===== src/rtl/pio_timing_pkg.sv =====
package pio_timing_pkg;

    localparam int NUM_MODES  = 5;
    localparam int PIO_CNT_W  = 8;
    localparam int IORDY_MAX_NS = 1250;

    typedef enum int {
        F_CYC, F_SETUP, F_WIDTH, F_RECOV, F_AHOLD, F_WHOLD
    } tim_field_e;

    typedef struct packed {
        logic [PIO_CNT_W-1:0] cyc;
        logic [PIO_CNT_W-1:0] setup;
        logic [PIO_CNT_W-1:0] width;
        logic [PIO_CNT_W-1:0] recov;
        logic [PIO_CNT_W-1:0] ahold;
        logic [PIO_CNT_W-1:0] whold;
    } pio_tim_t;

    function automatic int ceil_div(input int ns, input int per);
        return (ns + per - 1) / per;
    endfunction

    // Minimum interval in nanoseconds for one field of one mode.
    function automatic int field_ns(input tim_field_e f, input int m);
        int v;
        v = 0;
        unique case (f)
            F_CYC:   case (m) 0: v = 600; 1: v = 383; 2: v = 240; 3: v = 180; default: v = 120; endcase
            F_SETUP: case (m) 0: v = 70;  1: v = 50;  2: v = 30;  3: v = 30;  default: v = 25;  endcase
            F_WIDTH: case (m) 0: v = 165; 1: v = 125; 2: v = 100; 3: v = 80;  default: v = 70;  endcase
            F_RECOV: case (m) 3: v = 70;  4: v = 25;  default: v = 0; endcase
            F_AHOLD: case (m) 0: v = 20;  1: v = 15;  default: v = 10; endcase
            F_WHOLD: case (m) 0: v = 30;  1: v = 20;  2: v = 15;  default: v = 10; endcase
            default: v = 0;
        endcase
        return v;
    endfunction

    function automatic logic [PIO_CNT_W-1:0] to_cyc(input int ns, input int per, input bit at_least_one);
        int c;
        c = ceil_div(ns, per);
        if (at_least_one && c < 1) c = 1;
        return PIO_CNT_W'(c);
    endfunction

    function automatic pio_tim_t build_timing(input int m, input int per);
        pio_tim_t t;
        t.cyc   = to_cyc(field_ns(F_CYC,   m), per, 1'b1);
        t.setup = to_cyc(field_ns(F_SETUP, m), per, 1'b1);
        t.width = to_cyc(field_ns(F_WIDTH, m), per, 1'b1);
        t.recov = to_cyc(field_ns(F_RECOV, m), per, 1'b0);
        t.ahold = to_cyc(field_ns(F_AHOLD, m), per, 1'b1);
        t.whold = to_cyc(field_ns(F_WHOLD, m), per, 1'b1);
        return t;
    endfunction

endpackage


===== src/rtl/pio_mode_table.sv =====
module pio_mode_table
    import pio_timing_pkg::*;
#(
    parameter int CLK_PERIOD_NS = 10,
    parameter int MODE_W        = 3
) (
    input  logic [MODE_W-1:0] mode_sel,
    output pio_tim_t          tim
);
    localparam int TOP_MODE = NUM_MODES - 1;

    pio_tim_t tbl [NUM_MODES];

    for (genvar gi = 0; gi < NUM_MODES; gi++) begin : g_mode
        assign tbl[gi] = build_timing(gi, CLK_PERIOD_NS);
    end

    always_comb begin
        if (int'(mode_sel) > TOP_MODE) tim = tbl[TOP_MODE];
        else                           tim = tbl[int'(mode_sel)];
    end
endmodule


===== src/rtl/pio_down_counter.sv =====
module pio_down_counter #(
    parameter int W = 8
) (
    input  logic         clk,
    input  logic         rst_n,
    input  logic         load,
    input  logic [W-1:0] load_val,
    output logic [W-1:0] cnt,
    output logic         zero
);
    always_ff @(posedge clk or negedge rst_n) begin
        if (!rst_n)          cnt <= '0;
        else if (load)       cnt <= load_val;
        else if (cnt != '0)  cnt <= cnt - W'(1);
    end

    assign zero = (cnt == '0);
endmodule


===== src/rtl/pio_up_counter.sv =====
module pio_up_counter #(
    parameter int W = 8
) (
    input  logic         clk,
    input  logic         rst_n,
    input  logic         clr,
    output logic [W-1:0] cnt
);
    localparam logic [W-1:0] CNT_MAX = '1;

    always_ff @(posedge clk or negedge rst_n) begin
        if (!rst_n)               cnt <= '0;
        else if (clr)             cnt <= '0;
        else if (cnt != CNT_MAX)  cnt <= cnt + W'(1);
    end
endmodule


===== src/rtl/pio_cycle_seq.sv =====
module pio_cycle_seq
    import pio_timing_pkg::*;
#(
    parameter int CLK_PERIOD_NS = 10,
    parameter int ADDR_W        = 3,
    parameter int CS_W          = 2,
    parameter int DATA_W        = 16,
    parameter int MODE_W        = 3
) (
    input  logic              clk,
    input  logic              rst_n,
    input  logic              req_valid,
    output logic              req_ready,
    input  logic              req_write,
    input  logic [ADDR_W-1:0] req_addr,
    input  logic [CS_W-1:0]   req_cs,
    input  logic [DATA_W-1:0] req_wdata,
    input  logic [MODE_W-1:0] req_mode,
    output logic              done,
    output logic              timeout,
    output logic [DATA_W-1:0] rd_data,
    output logic [ADDR_W-1:0] ata_addr,
    output logic [CS_W-1:0]   ata_cs_n,
    output logic              ata_rd_n,
    output logic              ata_wr_n,
    output logic [DATA_W-1:0] ata_dd_out,
    output logic              ata_dd_oe,
    input  logic [DATA_W-1:0] ata_dd_in,
    input  logic              ata_iordy
);
    localparam int CW      = PIO_CNT_W;
    localparam int TMO_CYC = ceil_div(IORDY_MAX_NS, CLK_PERIOD_NS);
    localparam logic [CW-1:0] TMO_LAST = CW'(TMO_CYC - 1);

    typedef enum logic [2:0] {
        S_IDLE, S_SETUP, S_STROBE, S_WAIT, S_HOLD, S_RECOVER, S_FINISH
    } seq_state_e;

    seq_state_e state_q, state_d;

    // Latched request
    logic              wr_q;
    logic [ADDR_W-1:0] addr_q;
    logic [CS_W-1:0]   cs_q;
    logic [DATA_W-1:0] wdata_q;
    logic [MODE_W-1:0] mode_q;
    logic              tmo_q;
    logic [DATA_W-1:0] rdata_q;

    // Timing lookup: in idle the incoming mode, otherwise the latched one
    logic [MODE_W-1:0] mode_sel;
    pio_tim_t          tim;

    assign mode_sel = (state_q == S_IDLE) ? req_mode : mode_q;

    pio_mode_table #(
        .CLK_PERIOD_NS (CLK_PERIOD_NS),
        .MODE_W        (MODE_W)
    ) u_table (
        .mode_sel (mode_sel),
        .tim      (tim)
    );

    // Counters
    logic          ph_load;
    logic [CW-1:0] ph_val;
    logic [CW-1:0] ph_cnt;
    logic          ph_zero;
    logic          el_clr, rec_clr, wt_clr;
    logic [CW-1:0] el_cnt, rec_cnt, wt_cnt;

    pio_down_counter #(.W(CW)) u_phase (
        .clk (clk), .rst_n (rst_n), .load (ph_load), .load_val (ph_val),
        .cnt (ph_cnt), .zero (ph_zero)
    );

    pio_up_counter #(.W(CW)) u_elapsed (
        .clk (clk), .rst_n (rst_n), .clr (el_clr), .cnt (el_cnt)
    );

    pio_up_counter #(.W(CW)) u_recov (
        .clk (clk), .rst_n (rst_n), .clr (rec_clr), .cnt (rec_cnt)
    );

    pio_up_counter #(.W(CW)) u_wait (
        .clk (clk), .rst_n (rst_n), .clr (wt_clr), .cnt (wt_cnt)
    );

    // Derived timing terms
    logic [CW-1:0] hold_len;
    logic          span_met, recov_met;
    logic          accept, strobe_end, tmo_hit;

    assign hold_len  = (wr_q && (tim.whold > tim.ahold)) ? tim.whold : tim.ahold;
    assign span_met  = ({1'b0, el_cnt}  + (CW+1)'(1)) >= {1'b0, tim.cyc};
    assign recov_met = ({1'b0, rec_cnt} + (CW+1)'(1)) >= {1'b0, tim.recov};
    assign accept    = (state_q == S_IDLE) && req_valid;

    // Next state and counter control
    always_comb begin
        state_d    = state_q;
        ph_load    = 1'b0;
        ph_val     = '0;
        el_clr     = 1'b0;
        rec_clr    = 1'b0;
        wt_clr     = 1'b0;
        strobe_end = 1'b0;
        tmo_hit    = 1'b0;
        unique case (state_q)
            S_IDLE: begin
                if (req_valid) begin
                    state_d = S_SETUP;
                    ph_load = 1'b1;
                    ph_val  = tim.setup - CW'(1);
                    el_clr  = 1'b1;
                end
            end
            S_SETUP: begin
                if (ph_zero) begin
                    state_d = S_STROBE;
                    ph_load = 1'b1;
                    ph_val  = tim.width - CW'(1);
                end
            end
            S_STROBE: begin
                if (ph_zero) begin
                    if (ata_iordy) begin
                        state_d    = S_HOLD;
                        ph_load    = 1'b1;
                        ph_val     = hold_len - CW'(1);
                        rec_clr    = 1'b1;
                        strobe_end = 1'b1;
                    end else begin
                        state_d = S_WAIT;
                        wt_clr  = 1'b1;
                    end
                end
            end
            S_WAIT: begin
                if (ata_iordy || (wt_cnt == TMO_LAST)) begin
                    state_d    = S_HOLD;
                    ph_load    = 1'b1;
                    ph_val     = hold_len - CW'(1);
                    rec_clr    = 1'b1;
                    strobe_end = 1'b1;
                    tmo_hit    = !ata_iordy;
                end
            end
            S_HOLD: begin
                if (ph_zero) state_d = S_RECOVER;
            end
            S_RECOVER: begin
                if (span_met && recov_met) state_d = S_FINISH;
            end
            S_FINISH: begin
                state_d = S_IDLE;
            end
            default: state_d = S_IDLE;
        endcase
    end

    // State register
    always_ff @(posedge clk or negedge rst_n) begin
        if (!rst_n) state_q <= S_IDLE;
        else        state_q <= state_d;
    end

    // Request capture, read capture and wait-limit flag
    always_ff @(posedge clk or negedge rst_n) begin
        if (!rst_n) begin
            wr_q    <= 1'b0;
            addr_q  <= '0;
            cs_q    <= '0;
            wdata_q <= '0;
            mode_q  <= '0;
            tmo_q   <= 1'b0;
            rdata_q <= '0;
        end else begin
            if (accept) begin
                wr_q    <= req_write;
                addr_q  <= req_addr;
                cs_q    <= req_cs;
                wdata_q <= req_wdata;
                mode_q  <= req_mode;
                tmo_q   <= 1'b0;
            end
            if (tmo_hit) tmo_q <= 1'b1;
            if (strobe_end && !wr_q) rdata_q <= ata_dd_in;
        end
    end

    // Outputs
    always_comb begin
        req_ready  = 1'b0;
        done       = 1'b0;
        ata_addr   = '0;
        ata_cs_n   = '1;
        ata_rd_n   = 1'b1;
        ata_wr_n   = 1'b1;
        ata_dd_oe  = 1'b0;
        unique case (state_q)
            S_IDLE: req_ready = 1'b1;
            S_SETUP: begin
                ata_addr = addr_q;
                ata_cs_n = ~cs_q;
            end
            S_STROBE, S_WAIT: begin
                ata_addr  = addr_q;
                ata_cs_n  = ~cs_q;
                ata_rd_n  = wr_q;
                ata_wr_n  = !wr_q;
                ata_dd_oe = wr_q;
            end
            S_HOLD: begin
                ata_addr  = addr_q;
                ata_cs_n  = ~cs_q;
                ata_dd_oe = wr_q;
            end
            S_RECOVER: ;
            S_FINISH:  done = 1'b1;
            default: ;
        endcase
    end

    assign ata_dd_out = wdata_q;
    assign timeout    = tmo_q;
    assign rd_data    = rdata_q;

endmodule


===== config.mk =====
export PLATFORM = sky130hd
export DESIGN_NAME = pio_cycle_seq
export DESIGN_NICKNAME = d
export VERILOG_FILES = /design/src/rtl/pio_timing_pkg.sv /design/src/rtl/pio_mode_table.sv /design/src/rtl/pio_down_counter.sv /design/src/rtl/pio_up_counter.sv /design/src/rtl/pio_cycle_seq.sv
export SDC_FILE = /design/constraint.sdc
export NUM_CORES = 1
export LEC_CHECK = 0
export ABC_AREA = 1
export BUFFER_PORTS_ARGS = -buffer_cell sky130_fd_sc_hd__buf_2
export CAP_MARGIN = 10
export CORE_UTILIZATION = 50
export DETAILED_ROUTE_END_ITERATION = 10
export PLACE_DENSITY = 0.71
export SETUP_SLACK_MARGIN = 0.3
export SYNTH_ARGS = -nofsm -noshare
export SYNTH_HDL_FRONTEND = slang
export SYNTH_HIERARCHICAL = 1
export SYNTH_SLANG_ARGS = --single-unit
export TNS_END_PERCENT = 30

===== constraint.sdc =====
create_clock -name clk -period 5 [get_ports clk]
set_input_delay 0.25 -clock clk [delete_from_list [all_inputs] [get_ports clk]]
set_output_delay 0.25 -clock clk [all_outputs]
set_load 0.005 [all_outputs]

==> parameters.txt <==
Parameter                              Value

Yosys
  Simple-gate area share of the yosys netlist ... between 30% and 40%
  Number of flip-flops and latches in the synthesized netlist ... 77
  Share of cell area taken by muxes after synthesis ... 3.663%
  Count leader, synth ... nand2_1
  Synth cell types ... 43
  Dominant combinational cell family by area after synthesis ... simple AND/OR/NAND/NOR gates
  Adder-cell share of the synthesized area ... 7.789%
  Most area-consuming cells after synthesis ... dfrtp_1 (32%), nand2_1 (15%), ha_1 (7.8%)
  Post-synth design cell area ... between 0.005 and 0.006 mm^2
  Synth top area share ... 32.42%
  Post-synthesis compound-gate area fraction ... ~8.6%
  Yosys warning count ... 6
  Post-synth top flop ... dfrtp_1
  Most frequent cells after synthesis ... nand2_1 (244), inv_1 (116), dfrtp_1 (77)
  Sequential area share after synthesis ... 32.42%
  Post-synthesis cell type with the largest combined area ... dfrtp_1
  Mapped Avg Cell Area ... between 7 and 8 um^2
  EDFF count, synth ... 0
  Post-synthesis instance total ... between 800 and 900
  Xor/xnor share of the synthesized area ... between 2 and 3%
  Async set-or-reset flop fraction in the synthesized netlist ... 100.0%

Die
  Die footprint ... roughly 0.012 mm^2
  Starting utilization of the core area ... around 52%
  Chip height ... approximately 110 um
  Placeable Area ... 0.01152 mm^2
  Die boundary width ... between 100 and 150 um
  Total I/O pin count ... slightly below 90
  Number of placement rows ... 39

GRT
  Total GRT Usage ... approximately a fifth
  Global-route congestion overflow total ... 0
  Number of global-route vias before repair ... ~4.6k
  Wire length of the first global-routing pass ... 20690 um
  Initial antenna violation count ... 0
  Largest net degree at the start of global routing ... 78

STA
  Final WS setup ... 0.8522 ns
  Setup Viol. Count Final ... 0
  Fin crit share ... between 80 and 90%
  Max-slew violation count ... 0
  Worst slew margin relative to its limit ... between 30% and 40%
  Period minus WS final ... slightly above 4 ns
  Setup repair after global routing missed its margin ... no
  Measured slew at the worst slew-check pin ... roughly 0.97 ns
  Achievable frequency ... between 0.2 and 0.25 GHz
  Number of failing hold endpoints at the final stage ... 0
  Summed negative setup slack over all endpoints ... 0 ns
  Maximum clock skew at final layout ... 0.007916 ns
  WHS ... roughly 0.066 ns

Finish
  Fraction of layout cells with a size suffix above 1 ... 19.49%
  Core Util, Final ... roughly 58%
  Finished Cell Area ... 0.006736 mm^2
  Layout fillers ... 1105
  Final net count ... 980
  Antenna diode instance count ... 0
  Post-route non-filler standard cell count ... roughly 1.0k
  Growth of design area from synthesis to finish ... 13.35%

Clock network
  Number of buffers inserted to repair setup after CTS ... 0
  Buffer cell driving the clock tree root ... clkbuf_16
  Worst-path clk slew ... roughly 0.060 ns
  Number of hold buffers added after cts ... 0
  Depth of the CTS H-tree ... 3
  Clock tree from TritonCTS ... built
  Clock buffers created by TritonCTS ... 9
  Number of clock sinks ... 77
  Post_cts resized ... 0
  Latest clock arrival within the worst-skew pair ... 0.34 ns
  Buffers from clock root to sink, at most ... 2

Hold path
  Hold/Removal Path Class ... primary input to async pin

Pwr
  Sequential share of power ... between 20 and 30%
  Maximum VDD drop ... just over 0.3 mV
  Portion of total power attributed to combinational logic ... 53.5%
  Total Power ... ~4.1 mW
  Internal Pwr Total ... 2.318 mW
  Switching power of the nets ... ~1.8 mW
  Power density cells ... 615.9 mW/mm^2
  Clk pwr share ... around a fifth
  Leakage power of the design ... between 3 and 4 nW
  Switch share ... about 44%

Setup path
  Critical setup path kind ... register to register
  Worst Reg2Reg Path Length in Cells ... 23
  Endpoint type of the worst setup path ... register
  Kind of start point of the critical path ... register
  Crit Reg-Reg Startpoint ... state_q[0]$_DFFE_PN0P_
  Biggest fanout along the worst timing path ... 9
  WP data arrival ... between 4 and 5 ns
  Flop-to-flop setup slack ... between 0.8 and 0.9 ns
  Worst reg2reg endpoint ... u_phase/cnt[6]$_DFFE_PN0P_
  CP Data Required Time ... around 5.2 ns

Job
  Max-cap viol count ... 0

Routing
  First-iteration detailed-routing DRC count ... around 170
  Total DRC errors in the routed layout ... 0
  Detail Route Antenna Nets ... 0
  Total number of vias ... ~5k
  Post-DR vias/cell ... 4.779
  Router iterations before antenna repair ... 5
  Total routed wirelength ... about 12000 um
  Detailed-route wire length per cell ... 11.60 um

Placed design
  Count of buffers inserted at the top-level ports ... slightly below 90
  Worst slack after detailed placement ... between 0.8 and 0.9 ns
  Routability cong. ... roughly 0.81
  Number of cells in the design after placement ... between 1k and 1.5k
  Detail Placement HPWL ... 9056 um
  Post-detailed-placement cell area ... roughly 0.0064 mm^2

Outcome
  Result of the run ... finished clean
==> sequential cells by signal, summed over array words and instances (netlist names) <==
signal and flops:
state_q 3, mode_q 3, rd_data 16, u_wait/cnt 8
ata_dd_out 16, u_phase/cnt 8, u_elapsed/cnt 8, addr_q 3
u_recov/cnt 8, wr_q 1, timeout 1, cs_q 2
==> critical path, cell delays in order, from the launching register on <==
cell and delay, ns:
dfrtp_1 0.47, nor2_1 0.16, nand2_1 0.20, o21ai_0 0.71, inv_1 0.15, ha_1 0.31, nand2_1 0.06, inv_1 0.05
ha_1 0.28, nand2_1 0.06, nor2_1 0.04, a21oi_2 0.29, nand2_1 0.24, nand2_1 0.10, nand2_1 0.09, ha_1 0.23
nand2_1 0.08, nor2_1 0.06, nand2_1 0.07, nand2_1 0.06, nand3_1 0.07, nand2_1 0.06, o21ai_2 0.13, nor2_1 0.05
==> cell families after synthesis <==
family	count (synthesis)
mux	16
compound gates	80
flops	77
buf+inv	165
xor+xnor	17
other cells	2
simple gates	418
fa+ha+maj	37
==> worst max path at each step <==
stage	start	to	slack (ns)	depth (start not counted)
5_1_grt	state_q[0]$_DFFE_PN0P_	u_phase/cnt[6]$_DFFE_PN0P_	0.44	27
3_3_place_gp	state_q[0]$_DFFE_PN0P_	u_phase/cnt[6]$_DFFE_PN0P_	1.15	23
6_report	state_q[0]$_DFFE_PN0P_	u_phase/cnt[6]$_DFFE_PN0P_	0.85	23
2_1_floorplan	state_q[0]$_DFFE_PN0P_	u_phase/cnt[6]$_DFFE_PN0P_	1.47	23
4_1_cts	state_q[0]$_DFFE_PN0P_	u_phase/cnt[6]$_DFFE_PN0P_	0.85	23
3_5_place_dp	state_q[0]$_DFFE_PN0P_	u_phase/cnt[6]$_DFFE_PN0P_	0.90	23
==> metal layers <==
| metal | global-route usage [%] | wire, um |
|---|---|---|
| met4 | 7.387 | 183 |
| met1 | 27.22 | 5940 |
| met3 | 5.413 | 646 |
| met2 | 33.08 | 5366 |
| met5 | 0 | 0 |
==> cells in the final DEF, fill, tap and decap left out, types with 6 or more instances in the layout <==
cell type	n
xnor2_1	8
buf_2	86
dfrtp_1	77
nor2_4	13
nand3_1	49
o21ai_2	9
mux2_2	6
clkbuf_16	9
nand2_1	244
o21ai_0	25
ha_1	37
inv_1	116
mux2_4	10
inv_2	7
nor2_2	10
xor2_1	9
nand4_1	10
nor3_1	11
a21oi_1	19
nand3b_1	10
o21bai_1	8
conb_1	28
nor2_1	59
==> power groups by stage <==
stage          Sequential [mW]  Clock [mW]  Combinational (mW)
3_3_place_gp              1.16           0                2.18
2_1_floorplan             1.13           0                1.75
3_5_place_dp              1.15           0                2.22
5_1_grt                   1.20       0.810                2.56
6_report                  1.16       0.771                2.22
4_1_cts                   1.16       0.783                2.23
==> layout make-up <==
class / count / area, um^2 / area share (%)
Clock buffer: 11 / 242.7 / 3.603
Clock inverter: 5 / 107.6 / 1.597
Inverter: 125 / 474.2 / 7.039
Multi-Input combinational cell: 596 / 3353 / 49.78
Sequential cell: 77 / 1927 / 28.60
Tap cell: 143 / 178.9 / 2.656
Timing Repair Buffer: 89 / 452.9 / 6.724
Power figures use the tool's default switching activity.
